## config.mk

```make
export PLATFORM = sky130hd
export DESIGN_NAME = irq_cause_hub
export DESIGN_NICKNAME = d
export VERILOG_FILES = /design/src/rtl/irq_hub_pkg.sv /design/src/rtl/irq_hub_decode.sv /design/src/rtl/irq_hub_src_map.sv /design/src/rtl/irq_hub_store.sv /design/src/rtl/irq_hub_deliver.sv /design/src/rtl/irq_cause_hub.sv
export SDC_FILE = /design/constraint.sdc
export NUM_CORES = 1
export LEC_CHECK = 0
export BUFFER_PORTS_ARGS = -buffer_cell sky130_fd_sc_hd__buf_4
export CORE_MARGIN = 2
export CORE_UTILIZATION = 40
export CTS_BUF_LIST = sky130_fd_sc_hd__clkbuf_4 sky130_fd_sc_hd__clkbuf_8
export DETAILED_ROUTE_END_ITERATION = 6
export PLACE_DENSITY_LB_ADDON = 0.25
export SKIP_CTS_REPAIR_TIMING = 1
export SLEW_MARGIN = 25
export SYNTH_ARGS = -nofsm -noshare
export SYNTH_HDL_FRONTEND = slang
export SYNTH_SLANG_ARGS = --single-unit
```

## constraint.sdc

```tcl
create_clock -name clk -period 2.8 [get_ports clk]
set_input_delay 0.14 -clock clk [delete_from_list [all_inputs] [get_ports clk]]
set_output_delay 0.14 -clock clk [all_outputs]
set_load 0.02 [all_outputs]
```

## src/rtl/irq_hub_pkg.sv

```systemverilog
package irq_hub_pkg;
   // Default byte offsets of the register port
   localparam int unsigned STAT_OFS_DEF  = 32'h24;
   localparam int unsigned RAISE_OFS_DEF = 32'h60;
   localparam int unsigned LOWER_OFS_DEF = 32'h64;
   // Kind of write seen on the port
   typedef enum logic [1:0] {
      WK_NONE  = 2'd0,
      WK_RAISE = 2'd1,
      WK_LOWER = 2'd2
   } wr_kind_e;
endpackage

```

## src/rtl/irq_hub_decode.sv

```systemverilog
module irq_hub_decode
   import irq_hub_pkg::*;
#(
   parameter int unsigned ADDR_W    = 8,
   parameter int unsigned DATA_W    = 32,
   parameter int unsigned RAISE_OFS = RAISE_OFS_DEF,
   parameter int unsigned LOWER_OFS = LOWER_OFS_DEF
) (
   input  logic              wr_en,
   input  logic [ADDR_W-1:0] wr_addr,
   input  logic [DATA_W-1:0] wr_data,
   output logic [DATA_W-1:0] sw_raise_mask,
   output logic [DATA_W-1:0] sw_lower_mask,
   output logic              sw_raise_op
);
   localparam logic [ADDR_W-1:0] RAISE_A = ADDR_W'(RAISE_OFS);
   localparam logic [ADDR_W-1:0] LOWER_A = ADDR_W'(LOWER_OFS);

   if (RAISE_OFS == LOWER_OFS) begin : g_bad_ofs
      $error("raise and lower offsets must differ");
   end

   wr_kind_e kind;

   always_comb begin
      kind = WK_NONE;
      if (wr_en) begin
         if (wr_addr == RAISE_A)      kind = WK_RAISE;
         else if (wr_addr == LOWER_A) kind = WK_LOWER;
      end
   end

   assign sw_raise_op   = (kind == WK_RAISE);
   assign sw_raise_mask = (kind == WK_RAISE) ? wr_data : '0;
   assign sw_lower_mask = (kind == WK_LOWER) ? wr_data : '0;
endmodule

```

## src/rtl/irq_hub_src_map.sv

```systemverilog
module irq_hub_src_map #(
   parameter int unsigned DATA_W = 32,
   parameter int unsigned N_SRC  = 2,
   parameter logic [N_SRC*8-1:0] SRC_POS = 16'h0800
) (
   input  logic [N_SRC-1:0]  src_raise,
   output logic [DATA_W-1:0] hw_mask,
   output logic              hw_op
);
   logic [DATA_W-1:0] lane [N_SRC];

   for (genvar g = 0; g < N_SRC; g++) begin : g_src
      localparam int unsigned POS = int'(SRC_POS[g*8 +: 8]);
      if (POS >= DATA_W) begin : g_bad_pos
         $error("source bit position outside the status word");
      end
      localparam logic [DATA_W-1:0] BITV = DATA_W'(1) << POS;
      assign lane[g] = src_raise[g] ? BITV : '0;
   end

   always_comb begin
      hw_mask = '0;
      for (int i = 0; i < N_SRC; i++) hw_mask = hw_mask | lane[i];
   end

   assign hw_op = |src_raise;
endmodule

```

## src/rtl/irq_hub_store.sv

```systemverilog
module irq_hub_store #(
   parameter int unsigned DATA_W = 32
) (
   input  logic              clk,
   input  logic              rst_n,
   input  logic [DATA_W-1:0] raise_mask,
   input  logic [DATA_W-1:0] lower_mask,
   output logic [DATA_W-1:0] status_q,
   output logic [DATA_W-1:0] status_next
);
   // clearing goes first, setting second: a fresh cause survives
   assign status_next = (status_q & ~lower_mask) | raise_mask;

   always_ff @(posedge clk) begin
      if (!rst_n) status_q <= '0;
      else        status_q <= status_next;
   end
endmodule

```

## src/rtl/irq_hub_deliver.sv

```systemverilog
module irq_hub_deliver #(
   parameter int unsigned DATA_W = 32
) (
   input  logic              clk,
   input  logic              rst_n,
   input  logic              msi_en,
   input  logic              raise_op,
   input  logic [DATA_W-1:0] status_next,
   output logic              irq_level,
   output logic              msi_req
);
   logic pending_next;
   assign pending_next = |status_next;

   always_ff @(posedge clk) begin
      if (!rst_n) begin
         irq_level <= 1'b0;
         msi_req   <= 1'b0;
      end else begin
         irq_level <= ~msi_en & pending_next;
         msi_req   <= msi_en & raise_op & pending_next;
      end
   end
endmodule

```

## src/rtl/irq_cause_hub.sv

```systemverilog
module irq_cause_hub
   import irq_hub_pkg::*;
#(
   parameter int unsigned ADDR_W    = 8,
   parameter int unsigned DATA_W    = 32,
   parameter int unsigned N_SRC     = 2,
   parameter logic [N_SRC*8-1:0] SRC_POS = 16'h0800,
   parameter int unsigned STAT_OFS  = STAT_OFS_DEF,
   parameter int unsigned RAISE_OFS = RAISE_OFS_DEF,
   parameter int unsigned LOWER_OFS = LOWER_OFS_DEF
) (
   input  logic              clk,
   input  logic              rst_n,
   input  logic              wr_en,
   input  logic [ADDR_W-1:0] wr_addr,
   input  logic [DATA_W-1:0] wr_data,
   input  logic [ADDR_W-1:0] rd_addr,
   output logic [DATA_W-1:0] rd_data,
   input  logic [N_SRC-1:0]  src_raise,
   input  logic              msi_en,
   output logic              irq_level,
   output logic              msi_req
);
   localparam logic [ADDR_W-1:0] STAT_A = ADDR_W'(STAT_OFS);

   if (STAT_OFS >= (1 << ADDR_W) || RAISE_OFS >= (1 << ADDR_W) ||
       LOWER_OFS >= (1 << ADDR_W)) begin : g_bad_addr
      $error("register offset does not fit the address width");
   end
   if (N_SRC == 0) begin : g_bad_src
      $error("at least one engine source is needed");
   end

   logic [DATA_W-1:0] sw_raise_mask, sw_lower_mask, hw_mask;
   logic [DATA_W-1:0] status_q, status_next;
   logic              sw_raise_op, hw_op;

   irq_hub_decode #(
      .ADDR_W(ADDR_W), .DATA_W(DATA_W),
      .RAISE_OFS(RAISE_OFS), .LOWER_OFS(LOWER_OFS)
   ) decode_i (
      .wr_en(wr_en), .wr_addr(wr_addr), .wr_data(wr_data),
      .sw_raise_mask(sw_raise_mask), .sw_lower_mask(sw_lower_mask),
      .sw_raise_op(sw_raise_op)
   );

   irq_hub_src_map #(
      .DATA_W(DATA_W), .N_SRC(N_SRC), .SRC_POS(SRC_POS)
   ) src_map_i (
      .src_raise(src_raise), .hw_mask(hw_mask), .hw_op(hw_op)
   );

   irq_hub_store #(.DATA_W(DATA_W)) store_i (
      .clk(clk), .rst_n(rst_n),
      .raise_mask(sw_raise_mask | hw_mask),
      .lower_mask(sw_lower_mask),
      .status_q(status_q), .status_next(status_next)
   );

   irq_hub_deliver #(.DATA_W(DATA_W)) deliver_i (
      .clk(clk), .rst_n(rst_n), .msi_en(msi_en),
      .raise_op(sw_raise_op | hw_op),
      .status_next(status_next),
      .irq_level(irq_level), .msi_req(msi_req)
   );

   assign rd_data = (rd_addr == STAT_A) ? status_q : '0;
endmodule

```

Word-level counts from Yosys, hierarchy flattened --
Cells that the tools add are included.
Word-level totals: input port bits 54, logic and storage cells 28, register bits after elaboration 34, output and inout port bits 34
Cells by class: equality and inequality tests 5, bitwise logic cells 10, reduce and logical (&&, ||, !) cells 2, muxes and demuxes 8
Operators with widths (count):
- two-way mux 32 bit | 3
- bitwise OR 32 bit | 3
- bitwise AND 32 bit | 1
- inverter 32 bit | 1
- OR reduction 32 bit | 1
- == test 8 x 7 -> 1 bit, second input constant | 2
- two-way mux 9 bit | 1
- == test 8 x 6 -> 1 bit, second input constant | 1
- two-way mux 2 bit | 3
- bitwise AND 1 bit | 3
- == test 2 x 1 -> 1 bit, second input constant | 1
- == test 2 bit, second input constant | 1
- OR reduction 2 bit | 1
- two-way mux 1 bit | 1
- inverter 1 bit | 1
- bitwise OR 1 bit | 1

Longest topological paths before layout --
depth after elaboration 11, mapped depth 8, depth with buffers taken out 6

Hierarchy --
From an unflattened synthesis, not the netlist that was laid out.
Unflattened totals: cell total of the unflattened synthesis 440, area, all modules 3447.1 um2
By module, submodules not included:
- irq_hub_store | area an instance 1315.0 um2, times used 1, cells each 131, sequential area each 640.6 um2
- irq_hub_decode | area an instance 1037.2 um2, times used 1, cells each 152, sequential area each 0.0 um2
- irq_cause_hub | area an instance 715.7 um2, times used 1, cells each 107, sequential area each 0.0 um2
- irq_hub_src_map | area an instance 250.2 um2, times used 1, cells each 34, sequential area each 0.0 um2
- irq_hub_deliver | area an instance 128.9 um2, times used 1, cells each 16, sequential area each 40.0 um2

Least setup slack after synthesis --
Ideal clock, no wire load.
kind in2reg, start in wr_addr[3], end reg deliver_i.msi_req, setup slack 0.814 ns, library setup time 0.131 ns, cell stages on the path 7, arrival 1.855 ns, data required time 2.669 ns, buffers on the path 1, cell sequence or4b_1 -> buf_2 -> nor3_1 -> mux2_2 -> a211o_1 -> nor3_1 -> a21oi_1
Between the ends: cells in the longest elaborated chain, start to end 11, elaborated cells between the ends (all ways) 17, those cells by class 4 x eq/ne; 5 x mux; 7 x bitwise; 1 x reduce/logical
Ends and longest elaborated chain:
- from (decl) | line irq_cause_hub.sv:15 | input logic [ADDR_W-1:0] wr_addr,
- == test 8 x 7 -> 1 bit | line irq_hub_decode.sv:29 | else if (wr_addr == LOWER_A) kind = WK_LOWER;
- two-way mux 2 bit | line irq_hub_decode.sv:29
- two-way mux 2 bit * | line irq_hub_decode.sv:28 | if (wr_addr == RAISE_A) kind = WK_RAISE;
- two-way mux 2 bit * | line irq_hub_decode.sv:27 | if (wr_en) begin
- == test 2 bit | line irq_hub_decode.sv:35 | assign sw_lower_mask = (kind == WK_LOWER) ? wr_data : '0;
- two-way mux 32 bit | line irq_hub_decode.sv:35
- inverter 32 bit | line irq_hub_store.sv:12 | assign status_next = (status_q & ~lower_mask) | raise_mask;
- bitwise AND 32 bit | line irq_hub_store.sv:12
- bitwise OR 32 bit | line irq_hub_store.sv:12
- OR reduction 32 bit | line irq_hub_deliver.sv:13 | assign pending_next = |status_next;
- bitwise AND 1 bit * | line irq_hub_deliver.sv:21 | msi_req <= msi_en & raise_op & pending_next;
- to (signal assigned) | line irq_hub_deliver.sv:21
- to (decl) | line irq_hub_deliver.sv:10 | output logic msi_req
Mark *: on every way between the ends. The rest lies on a longest branch, timed or not. A chain may end at the register's enable or synchronous reset.

Worst setup path after layout --
Same ends and word-level chain as after synthesis.

==> results.cfg <==
[cells_and_area]
layout_common_cells = buf_4 (91), and2_1 (49), dfxtp_1 (34)
fin_nets = 429
antenna_cells = 0
drive_above_1_share_pct = 27.66
layout_commonest_cell = buf_4
fill_cells = 544
area_growth_pct = 35.76
utilization_pct = 55.99

[hold_path]
hp-start = src_raise[0]
hold_path_depth = 2
holdPathEnd = store_i.status_q[0]
hp-class = in2reg

[sta]
fin_skew_ps = 4.413
min_period_ps = 1922
hold_viol_final = 0
rsz0062_at_grt = false
setup_ws_ps = 877.6
finalSetupViolCount = 0
fin_tns_setup_ps = 0
period_share_pct = 68.66
maxSlewHeadroom_pct = 64.94
whs_ps = 87.83
tightest_slew_ps = 525.3
max_freq_ghz = 0.5202
slew_viol_final = 0

[clock_tree]
clk_path_buf_depth = 2
cts_tree = done
htree_levels = 2
cts_inserted_buffers = 5
clock-sinks = 34
clkTransAtPathRegs_ps = 70
clkLatencyLatePin_ps = 290
cts_root_buf = clkbuf_8

[grt]
overflow = 0
grt_pass1_vias = 2191
grt_max_degree = 35
grt_pass1_wl_um = 10320
grt.total_usage_pct = 20.81
antenna_found_initial = 0

[synthesis]
ys_warn_count = 0
syn_area_per_cell_um2 = 7.724
seq_area_frac_synth_pct = 29.97
synthDistinctLibCells = 33
ys_ff_latch = 34
netlist_instances = 294
syn_nets = 348
syn-cell-area_um2 = 2271

[critical_path]
worstPathCellList = buf_4 > or4b_1 > nor3_1 > mux2_2 > a211o_1 > nor3_1 > a21oi_1
slowest_stage = or4b_1
critPathMaxStageDelay_ps = 630
crit_type = in2reg
endpoint_kind = register
crit_top_cell = nor3_1
rr_worst_depth = 6
regToRegSetupSlack_ps = 1460
r2r_end = deliver_i.msi_req
worstPathBufferInverterCount = 1
cp-start-kind = primary input
required_ps = 2970
r2r-start = store_i.status_q[9]
arrival_ps = 2090
crit_fanout = 4
critPathTopFamily = simple AND/OR/NAND/NOR gates

[floorplanning]
die-height_um = 79.35
start_util_pct = 41.24
io_pins = 88
coreArea_um2 = 5507
chipWidth_um = 79.35
rows = 27
dieArea_um2 = 6296

[pwr]
finalPower_uw = 1066
pwr_density_cell_nw_per_um2 = 345.9
power.leakage_uw = 0.001458
ir_worst_vdd_mv = 0.1933

[routing]
route.detailed.drc = 0
wire_per_inst_um = 14.21
vias_per_cell = 5.163
wl_um = 6366
firstDrtPassIters = 4
ant_nets = 0
vias = 2313
drtIter0Drc = 202

[place]
hpwlAfterDp_um = 4553
placement.io_buffers = 87
gp_congestion = 0.7863
pre_cts_ws_ps = 580.6

[status]
outcome = finished clean

[job]
timing.max_cap.violations = 0
-- synthesized netlist by cell type (all sizes together) --
library cell / instances / area share, %
nand4bb: 1 / 0.50
nand2: 33 / 5.5
a32oi: 2 / 0.77
o311ai: 1 / 0.39
and2: 49 / 13
nor3: 16 / 3.5
nand3: 1 / 0.22
nor2b: 13 / 3.6
nand2b: 14 / 3.9
inv: 19 / 3.1
nor2: 17 / 2.9
or3: 1 / 0.50
buf: 4 / 1.0
clkbuf: 13 / 2.1
mux2i: 28 / 12
mux2: 1 / 0.50
or4b: 1 / 0.44
a22oi: 13 / 4.3
a211o: 2 / 0.77
nor4b: 1 / 0.39
nand4b: 1 / 0.39
o32ai: 13 / 5.0
nor4: 1 / 0.55
and4b: 1 / 0.44
o21a: 1 / 0.33
and3: 1 / 0.28
dfxtp: 34 / 30
nand4: 2 / 0.55
a21oi: 6 / 1.3
o21ai: 4 / 0.88
-- stage by stage --
step | instances | area, µm²
final | 448 | 3083
after detailed placement | 440 | 2972
after CTS | 448 | 3082
after floorplan | 294 | 2271
after global placement | 440 | 2972
after global routing | 448 | 3083
-- where the power goes --
part           total (µW)  internal [µW]  switching (µW)
sequential            490            488            2.04
clock                 440            249             192
combinational         137           75.1            61.5
total                1070            811             255
-- area by class of cell --
type	count	area (µm²)	area share, %
Inverter	19	71.32	2.313
Sequential cell	34	680.7	22.08
Clock buffer	8	110.1	3.571
Tap cell	72	90.09	2.922
Timing Repair Buffer	91	683.2	22.16
Multi-Input combinational cell	224	1448	46.96
-- cells by family after synthesis --
family | share of synthesized area, %
and+or+nand+nor | 37.08
AOI/OAI and AO/OA | 13.77
buffers and inverters | 6.336
DFF | 29.97
muxes | 12.84
-- worst max-delay path by stage --
stage	start	to	slack, ps	depth (start not counted)
after floorplan	wr_addr[3]	deliver_i.msi_req	810	7
after global placement	wr_addr[3]	deliver_i.msi_req	650	7
after detailed placement	wr_addr[3]	deliver_i.msi_req	580	7
after CTS	rd_addr[4]	rd_data[16]	860	5
after global routing	wr_addr[3]	deliver_i.irq_level	760	7
final	wr_addr[3]	deliver_i.msi_req	880	7
-- worst register-to-register path: cells and delay by family (launching register included) --
kind / cells / cell delay [ps]
AO/OA/AOI/OAI: 3 / 320
flip-flops: 1 / 340
AND/OR/NAND/NOR: 3 / 550
-- state kept, by name (all words and copies together) (netlist names) --
name and count:
deliver_i.irq_level 1, deliver_i.msi_req 1, store_i.status_q 32
-- layer usage --
layer | part of all wire (%) | track usage (%) | vias to the layer above
met4 | 1.1 | 6.207 | 0
met5 | 0 | 0 | -
met3 | 8.5 | 5.114 | 5
met1 | 45 | 26.02 | 1042
li1 | - | - | 1164
met2 | 45 | 35.34 | 102
Note: power is estimated with default switching activity, not from simulation.
